### src/rtl/rtc_trim_pkg.sv
package rtc_trim_pkg;
  localparam int REG_W    = 32;
  localparam int DIV_W    = 16;
  localparam int DEL_W    = 10;
  localparam int PER_LOG2 = 10;
  localparam int FIELD_W  = DIV_W + DEL_W;

  // Upper field is the deletion count, lower field the divide count.
  typedef struct packed {
    logic [DEL_W-1:0] del;
    logic [DIV_W-1:0] div;
  } trim_cfg_t;
endpackage

### src/rtl/rtc_trim_cfg.sv
module rtc_trim_cfg
  import rtc_trim_pkg::*;
(
  input  logic             clk,
  input  logic             rst_n,
  input  logic             wr_en,
  input  logic [REG_W-1:0] wr_data,
  output trim_cfg_t        cfg,
  output logic [REG_W-1:0] rd_data
);
  localparam int RSV_W = REG_W - FIELD_W;

  logic unused_rsvd;
  assign unused_rsvd = ^wr_data[REG_W-1:FIELD_W];

  always_ff @(posedge clk) begin
    if (!rst_n)     cfg <= '0;
    else if (wr_en) cfg <= trim_cfg_t'(wr_data[FIELD_W-1:0]);
  end

  assign rd_data = {{RSV_W{1'b0}}, cfg};

  // a write lands in the fields on the next cycle
  a_r2_write_lands: assert property (@(posedge clk) disable iff (!rst_n)
    wr_en |=> (cfg == $past(wr_data[FIELD_W-1:0])));

  // without a write the register holds
  a_r2_holds: assert property (@(posedge clk) disable iff (!rst_n)
    !wr_en |=> $stable(cfg));
endmodule

### src/rtl/rtc_pulse_gobbler.sv
module rtc_pulse_gobbler
  import rtc_trim_pkg::*;
#(
  parameter int CW = DEL_W
) (
  input  logic          clk,
  input  logic          rst_n,
  input  logic          restart,
  input  logic          osc_en,
  input  logic          reload,
  input  logic [CW-1:0] reload_cnt,
  output logic          pass
);
  logic [CW-1:0] left;
  logic          deleting;

  assign deleting = (left != '0);
  assign pass     = osc_en & ~restart & ~deleting;

  always_ff @(posedge clk) begin
    if (!rst_n || restart)       left <= '0;
    else if (reload)             left <= reload_cnt;
    else if (osc_en && deleting) left <= left - 1'b1;
  end

  // each oscillator pulse during a gap consumes one deletion
  a_r5_gap_decrements: assert property (@(posedge clk) disable iff (!rst_n)
    (deleting && osc_en && !restart) |=> (left == $past(left) - 1'b1));

  // a new gap is only loaded after the previous one has finished
  a_r5_reload_after_gap: assert property (@(posedge clk) disable iff (!rst_n)
    reload |-> !deleting);

  // a restart cancels pending deletions
  a_r6_restart_clears_gap: assert property (@(posedge clk) disable iff (!rst_n)
    restart |=> !deleting);
endmodule

### src/rtl/rtc_tick_divider.sv
module rtc_tick_divider
  import rtc_trim_pkg::*;
#(
  parameter int W = DIV_W
) (
  input  logic         clk,
  input  logic         rst_n,
  input  logic         restart,
  input  logic         step,
  input  logic [W-1:0] limit,
  output logic         tick
);
  logic [W-1:0] cnt;
  logic         at_end;

  assign at_end = (cnt == limit);
  assign tick   = step & at_end;

  always_ff @(posedge clk) begin
    if (!rst_n || restart) cnt <= '0;
    else if (step)         cnt <= at_end ? '0 : cnt + 1'b1;
  end

  // the count never runs past the programmed limit
  a_r4_cnt_in_range: assert property (@(posedge clk) disable iff (!rst_n)
    cnt <= limit);

  // a write restarts the divide from zero
  a_r6_restart_zero: assert property (@(posedge clk) disable iff (!rst_n)
    restart |=> (cnt == '0));
endmodule

### src/rtl/rtc_period_counter.sv
module rtc_period_counter
  import rtc_trim_pkg::*;
#(
  parameter int LOG2 = PER_LOG2
) (
  input  logic clk,
  input  logic rst_n,
  input  logic restart,
  input  logic tick,
  output logic wrap
);
  logic [LOG2-1:0] pcnt;

  assign wrap = tick & (&pcnt);

  always_ff @(posedge clk) begin
    if (!rst_n || restart) pcnt <= '0;
    else if (tick)         pcnt <= pcnt + 1'b1;
  end

  // the period restarts after its last tick
  a_r5_wrap_restarts: assert property (@(posedge clk) disable iff (!rst_n)
    (wrap && !restart) |=> (pcnt == '0));
endmodule

### src/rtl/rtc_tick_gen.sv
module rtc_tick_gen
  import rtc_trim_pkg::*;
(
  input  logic             clk,
  input  logic             rst_n,
  input  logic             osc_en,
  input  logic             wr_en,
  input  logic [REG_W-1:0] wr_data,
  output logic [REG_W-1:0] rd_data,
  output logic             tick
);
  trim_cfg_t cfg;
  logic      pass;
  logic      div_tick;
  logic      wrap;
  logic      bypass;

  rtc_trim_cfg u_cfg (
    .clk(clk), .rst_n(rst_n), .wr_en(wr_en), .wr_data(wr_data),
    .cfg(cfg), .rd_data(rd_data)
  );

  rtc_pulse_gobbler #(.CW(DEL_W)) u_gob (
    .clk(clk), .rst_n(rst_n), .restart(wr_en), .osc_en(osc_en),
    .reload(wrap), .reload_cnt(cfg.del), .pass(pass)
  );

  rtc_tick_divider #(.W(DIV_W)) u_div (
    .clk(clk), .rst_n(rst_n), .restart(wr_en), .step(pass),
    .limit(cfg.div), .tick(div_tick)
  );

  rtc_period_counter #(.LOG2(PER_LOG2)) u_per (
    .clk(clk), .rst_n(rst_n), .restart(wr_en), .tick(div_tick), .wrap(wrap)
  );

  assign bypass = (cfg == '0);
  assign tick   = bypass ? (osc_en & ~wr_en) : div_tick;

  // no tick without an oscillator pulse
  a_r7_tick_needs_osc: assert property (@(posedge clk) disable iff (!rst_n)
    tick |-> osc_en);

  // a write cycle never produces a tick
  a_r6_no_tick_on_write: assert property (@(posedge clk) disable iff (!rst_n)
    wr_en |-> !tick);
endmodule

### config.mk
export PLATFORM = sky130hd
export DESIGN_NAME = rtc_tick_gen
export DESIGN_NICKNAME = d
export VERILOG_FILES = /design/src/rtl/rtc_trim_pkg.sv /design/src/rtl/rtc_trim_cfg.sv /design/src/rtl/rtc_pulse_gobbler.sv /design/src/rtl/rtc_tick_divider.sv /design/src/rtl/rtc_period_counter.sv /design/src/rtl/rtc_tick_gen.sv
export SDC_FILE = /design/constraint.sdc
export NUM_CORES = 1
export LEC_CHECK = 0
export BUFFER_PORTS_ARGS = -buffer_cell sky130_fd_sc_hd__clkbuf_2
export CAP_MARGIN = 20
export CORE_ASPECT_RATIO = 0.75
export CORE_MARGIN = 2
export CORE_UTILIZATION = 35
export DETAILED_ROUTE_END_ITERATION = 16
export GPL_TIMING_DRIVEN = 0
export PLACE_DENSITY = 0.56
export SLEW_MARGIN = 15
export SYNTH_ARGS = -nofsm -noshare
export SYNTH_HDL_FRONTEND = slang
export SYNTH_SLANG_ARGS = --single-unit
### constraint.sdc
create_clock -name clk -period 4.6 [get_ports clk]
set_clock_uncertainty 0.15 [all_clocks]
set_input_delay 0.23 -clock clk [delete_from_list [all_inputs] [get_ports clk]]
set_output_delay 0.23 -clock clk [all_outputs]
set_load 0.1 [all_outputs]
Yosys cells after proc, flatten, opt, wreduce, memory -nomap -nowiden:

Cells that the tools add are included.

* add/sub/neg operators: 3
* equality and inequality tests: 1
* mux-type cells: 4
* bitwise logic cells: 6
* reduce and logical (&&, ||, !) cells: 7

Operators with widths (number)
* logical NOT 26 bit: 1
* 2-to-1 mux 10 bit: 2
* adder 16 x 1 -> 16 bit (second input constant): 1
* == test 16 bit: 1
* 2-to-1 mux 16 bit: 1
* adder 10 x 1 -> 10 bit (second input constant): 1
* AND reduction 10 bit: 1
* nonzero test 10 bit: 1
* subtractor 10 x 1 -> 10 bit (second input constant): 1
* AND 1 bit: 4
* NOT 1 bit: 2
* nonzero test 2 bit: 1
* logical AND 1 bit: 1
* logical NOT 1 bit: 1
* logical OR 1 bit: 1
* 2-to-1 mux 1 bit: 1

* bits in registers: 62
* output and inout port bits: 33

Logic depth before layout (Yosys ltp):

* depth after elaboration: 6
* mapped depth: 9
* depth with buffers taken out: 7

Cells and area by module:

From an unflattened synthesis, not the netlist that was laid out.

* cell total of the unflattened synthesis: 357
* area, all modules: 3326.9 um^2

Modules (own cells, without submodules)
* rtc_trim_cfg: times used 1, cells an instance 116, area an instance 1246.2 um^2, sequential area each 520.5 um^2
* rtc_tick_divider: times used 1, cells an instance 103, area an instance 904.6 um^2, sequential area each 320.3 um^2
* rtc_pulse_gobbler: times used 1, cells an instance 74, area an instance 624.3 um^2, sequential area each 200.2 um^2
* rtc_period_counter: times used 1, cells an instance 52, area an instance 462.9 um^2, sequential area each 200.2 um^2
* rtc_tick_gen: times used 1, cells an instance 12, area an instance 88.8 um^2, sequential area each 0.0 um^2

Worst setup path before layout:

OpenSTA, ideal clock, no wires.

* path kind: register to output
* start point: register, netlist name u_cfg.cfg[13]
* end point: output tick
* arrival: 4.518 ns
* slack: -0.298 ns
* stages on the path, launching flop included: 7
* buffers on the path: 2
* cells stage by stage: dfxtp_1 xor2_1 nor4_1 or4bb_1 clkbuf_1 clkbuf_1 o31ai_1

* longest elaborated chain between the ends: 3
* elaborated cells on any way between the ends: 4

RTL lines
* == test 16 bit: RTL line rtc_tick_divider.sv:16 `assign at_end = (cnt == limit);`
* AND 1 bit: RTL line rtc_tick_divider.sv:17 `assign tick = step & at_end;`
* 2-to-1 mux 1 bit (*): RTL line rtc_tick_gen.sv:38 `assign tick = bypass ? (osc_en & ~wr_en) : div_tick;`
* to (decl): RTL line rtc_tick_gen.sv:10 `output logic tick`

Every way passes the cells marked *; elsewhere a longest branch is shown, timed or not.

Worst setup path in the final report:

* start point: register u_gob.left[0]
* end point: output tick

* longest elaborated chain between the ends: 5

RTL lines
* from (decl): RTL line rtc_pulse_gobbler.sv:14 `logic [CW-1:0] left;`
* from (signal assigned): RTL line rtc_pulse_gobbler.sv:22 `else if (reload) left <= reload_cnt;`
* from (signal assigned): RTL line rtc_pulse_gobbler.sv:23 `else if (osc_en && deleting) left <= left - 1'b1;`
* nonzero test 10 bit: RTL line rtc_pulse_gobbler.sv:17 `assign deleting = (left != '0);`
* NOT 1 bit: RTL line rtc_pulse_gobbler.sv:18 `assign pass = osc_en & ~restart & ~deleting;`
* AND 1 bit: RTL line rtc_pulse_gobbler.sv:18
* AND 1 bit: RTL line rtc_tick_divider.sv:17
* 2-to-1 mux 1 bit: RTL line rtc_tick_gen.sv:38

Every way passes these cells.

==> impl_metrics.yaml <==
finish:
  antenna_cells: 0
  final_util: 0.4554
  nFillCells: 842
  drive_gt1_frac: 0.2085
  nets: 457
  multi_input_area_um2: 1757
  ff_latch_area_um2: 1241
  syn_to_final_growth_pct: 24.33
clock_tree:
  cts.sinks: 62
  cts_max_path_buffers: 2
  ctsHoldBuffers: 0
  cts_root_buf: "clkbuf_16"
  cts_max_level: 3
  cts_buffers: 9
  clk_latency_ps: 330
  ctsResizeCount: 0
  cts_tree: "built"
  path_clk_slew_ps: 50
  post_cts_buffers: 0
yosys:
  ys.flop_type: "dfxtp_1"
  synth_common_cells: "62 x dfxtp_1, 30 x mux2i_1, 28 x nor2b_1, 27 x nand2_1, 23 x nor2_1"
  synth_top_area_frac: 0.3957
  synth.most_common_cell: "dfxtp_1"
  synth_area_leader_cell: "dfxtp_1"
  synth_edf_count: 0
  synth_seq_cells: 62
  synth_area_leaders: "dfxtp_1 40%, mux2i_1 9.6%, xnor2_1 5.9%, nor2b_1 5.6%, xor2_1 4.2%"
  syn_area_per_cell_um2: 9.066
  yosysWarnings: 0
  synth_cell_types: 42
  ys_async_sr_fraction: 0
  ys_seq_area_frac: 0.3957
  synth_area_um2: 3137
  synth_cells: 346
detailed_routing:
  routed_wl_um: 7752
  routedWlPerCell_um: 14.63
  drt_iter0_drc: 115
  drtPass1Iterations: 4
  via_per_inst: 5.121
  ant_nets: 0
  vias: 2714
  drc: 0
placed_design:
  gp_congestion: 0.8160
  dp_hpwl_um: 5658
  port_buffers: 56
global_route:
  grt_usage: 0.1659
  grt_max_degree: 11
  met3_usage: 0.04876
  grt_antenna_before_repair: 0
  grt.met1_usage: 0.2465
  grt_pass1_wl_um: 12700
  grt_pass1_vias: 2484
  overflow: 0
  grt_use_met2: 0.2319
  busiest_layer: "met1"
pwr:
  total_power_w: 0.002052
  ir_drop_mv: 0.2929
  leakagePower_nw: 1.577
  power_density_nw_per_um2: 526.1
sta:
  max_slew_margin: 0.4111
  max_freq_mhz: 274.9
  setup-tns-final_ps: 0
  finalSetupViolCount: 0
  period_needed_ps: 3638
  rsz0062_at_grt: "no"
  slew_violations: 0
  fin_crit_sh: 0.7908
  hold_viol: 0
  tightest_slew_ps: 883.3
floorplan:
  die_y_um: 85.99
  die_x_um: 113.3
  num_io_pins: 69
  core_um2: 8563
  initial_core_util: 0.3663
  dieArea_um2: 9743
  num_rows: 29
worst_setup_path:
  critPathTopFamily: "buffers and inverters"
  arrival_ps: 3260
  critPathKind: "reg2out"
  end_kind: "primary output"
  slowest_stage: "or4b_1"
  cp-start-kind: "flip-flop"
  critical_path.max_stage_delay_ps: 560
  cp_cell_sequence: "inv_1 > ha_1 > or4b_1 > or4_4 > buf_6 > buf_8 > buf_2 > o31ai_2 > clkbuf_2"
  path_buf_inv: 5
  crit_required_ps: 4220
  cp_max_fo: 10
worst_hold_path:
  hold_path.class: "in2reg"
flow_run:
  maxCapViolCount: 0
status:
  status: "complete, no violations"
layout by cell type (no fill, tap or decap), drive strengths merged, types with 9 or more instances in the layout:
cell | Yosys | layout
xor2 | 15 | 15
nor2 | 24 | 24
nand4 | 10 | 10
a21oi | 14 | 14
dfxtp | 62 | 62
nor2b | 28 | 28
mux2i | 30 | 30
clkbuf | 13 | 81
buf | 10 | 10
nand2 | 27 | 27
xnor2 | 21 | 21
nand3 | 10 | 10
or4 | 9 | 9
nor4 | 11 | 11
kinds of logic after synthesis:
logic type / share of synthesized area
AOI/OAI and AO/OA: 0.07978
xor gates and xnor gates: 0.1005
adders and majority gates: 0.01197
buffers and inverters: 0.05185
DFF: 0.3957
muxes: 0.09573
other: 0.001196
and+or+nand+nor: 0.2633
registers in the layout (all words and copies together) (netlist names):
| register | cells |
|---|---|
| u_gob.left | 10 |
| u_div.cnt | 16 |
| u_cfg.cfg | 26 |
| u_per.pcnt | 10 |
layout make-up:
| type | count | area share |
|---|---|---|
| Clock inverter | 3 | 0.01732 |
| Sequential cell | 62 | 0.3183 |
| Clock buffer | 12 | 0.06577 |
| Tap cell | 108 | 0.03465 |
| Buffer | 23 | 0.03401 |
| Inverter | 8 | 0.007700 |
| Multi-Input combinational cell | 258 | 0.4504 |
| Timing Repair Buffer | 56 | 0.07186 |
worst register-to-register path: stages, from the launching register on:
cell     delay [ps]
dfxtp_1         310
inv_1            90
ha_1            200
or4b_1          560
or4_4           450
buf_6           150
o21ai_1         460
buf_4           290
nor2_1           70
through the flow:
stage               hold slack (ps)  cells  setup slack [ps]  area (um^2)
finish                        8.513    530             962.5         3900
global route                  11.30    530             809.3         3900
CTS                           4.332    530             935.2         3900
detailed placement            327.5    515              1301         3576
global placement              312.9    515              1303         3576
floorplan                     208.2    351             574.8         3161
final timing paths:
| path | startpoint | end | slack (ps) | cells after the start |
|---|---|---|---|---|
| setup / recovery | u_gob.left[0]$_SDFFE_PP0P_ | tick | 960 | 9 |
| hold / removal | wr_data[19] | u_cfg.cfg[19]$_SDFFE_PN0P_ | 9 | 3 |
| setup reg to reg | u_gob.left[0]$_SDFFE_PP0P_ | u_div.cnt[12]$_SDFFE_PP0P_ | 1750 | 8 |
| hold reg to reg | u_per.pcnt[8]$_SDFFE_PP0P_ | u_per.pcnt[8]$_SDFFE_PP0P_ | 330 | 2 |
where the power goes:
part           switching [W]  internal [W]
sequential         0.0000495      0.000583
combinational       0.000435      0.000248
clock               0.000235      0.000501
total               0.000719       0.00133
routing by layer:
layer	wire, um	up-vias
met2	3197	74
li1	-	1353
met3	421	4
met4	44	0
met5	0	-
met1	4089	1283
Power figures use the tool's default switching activity.
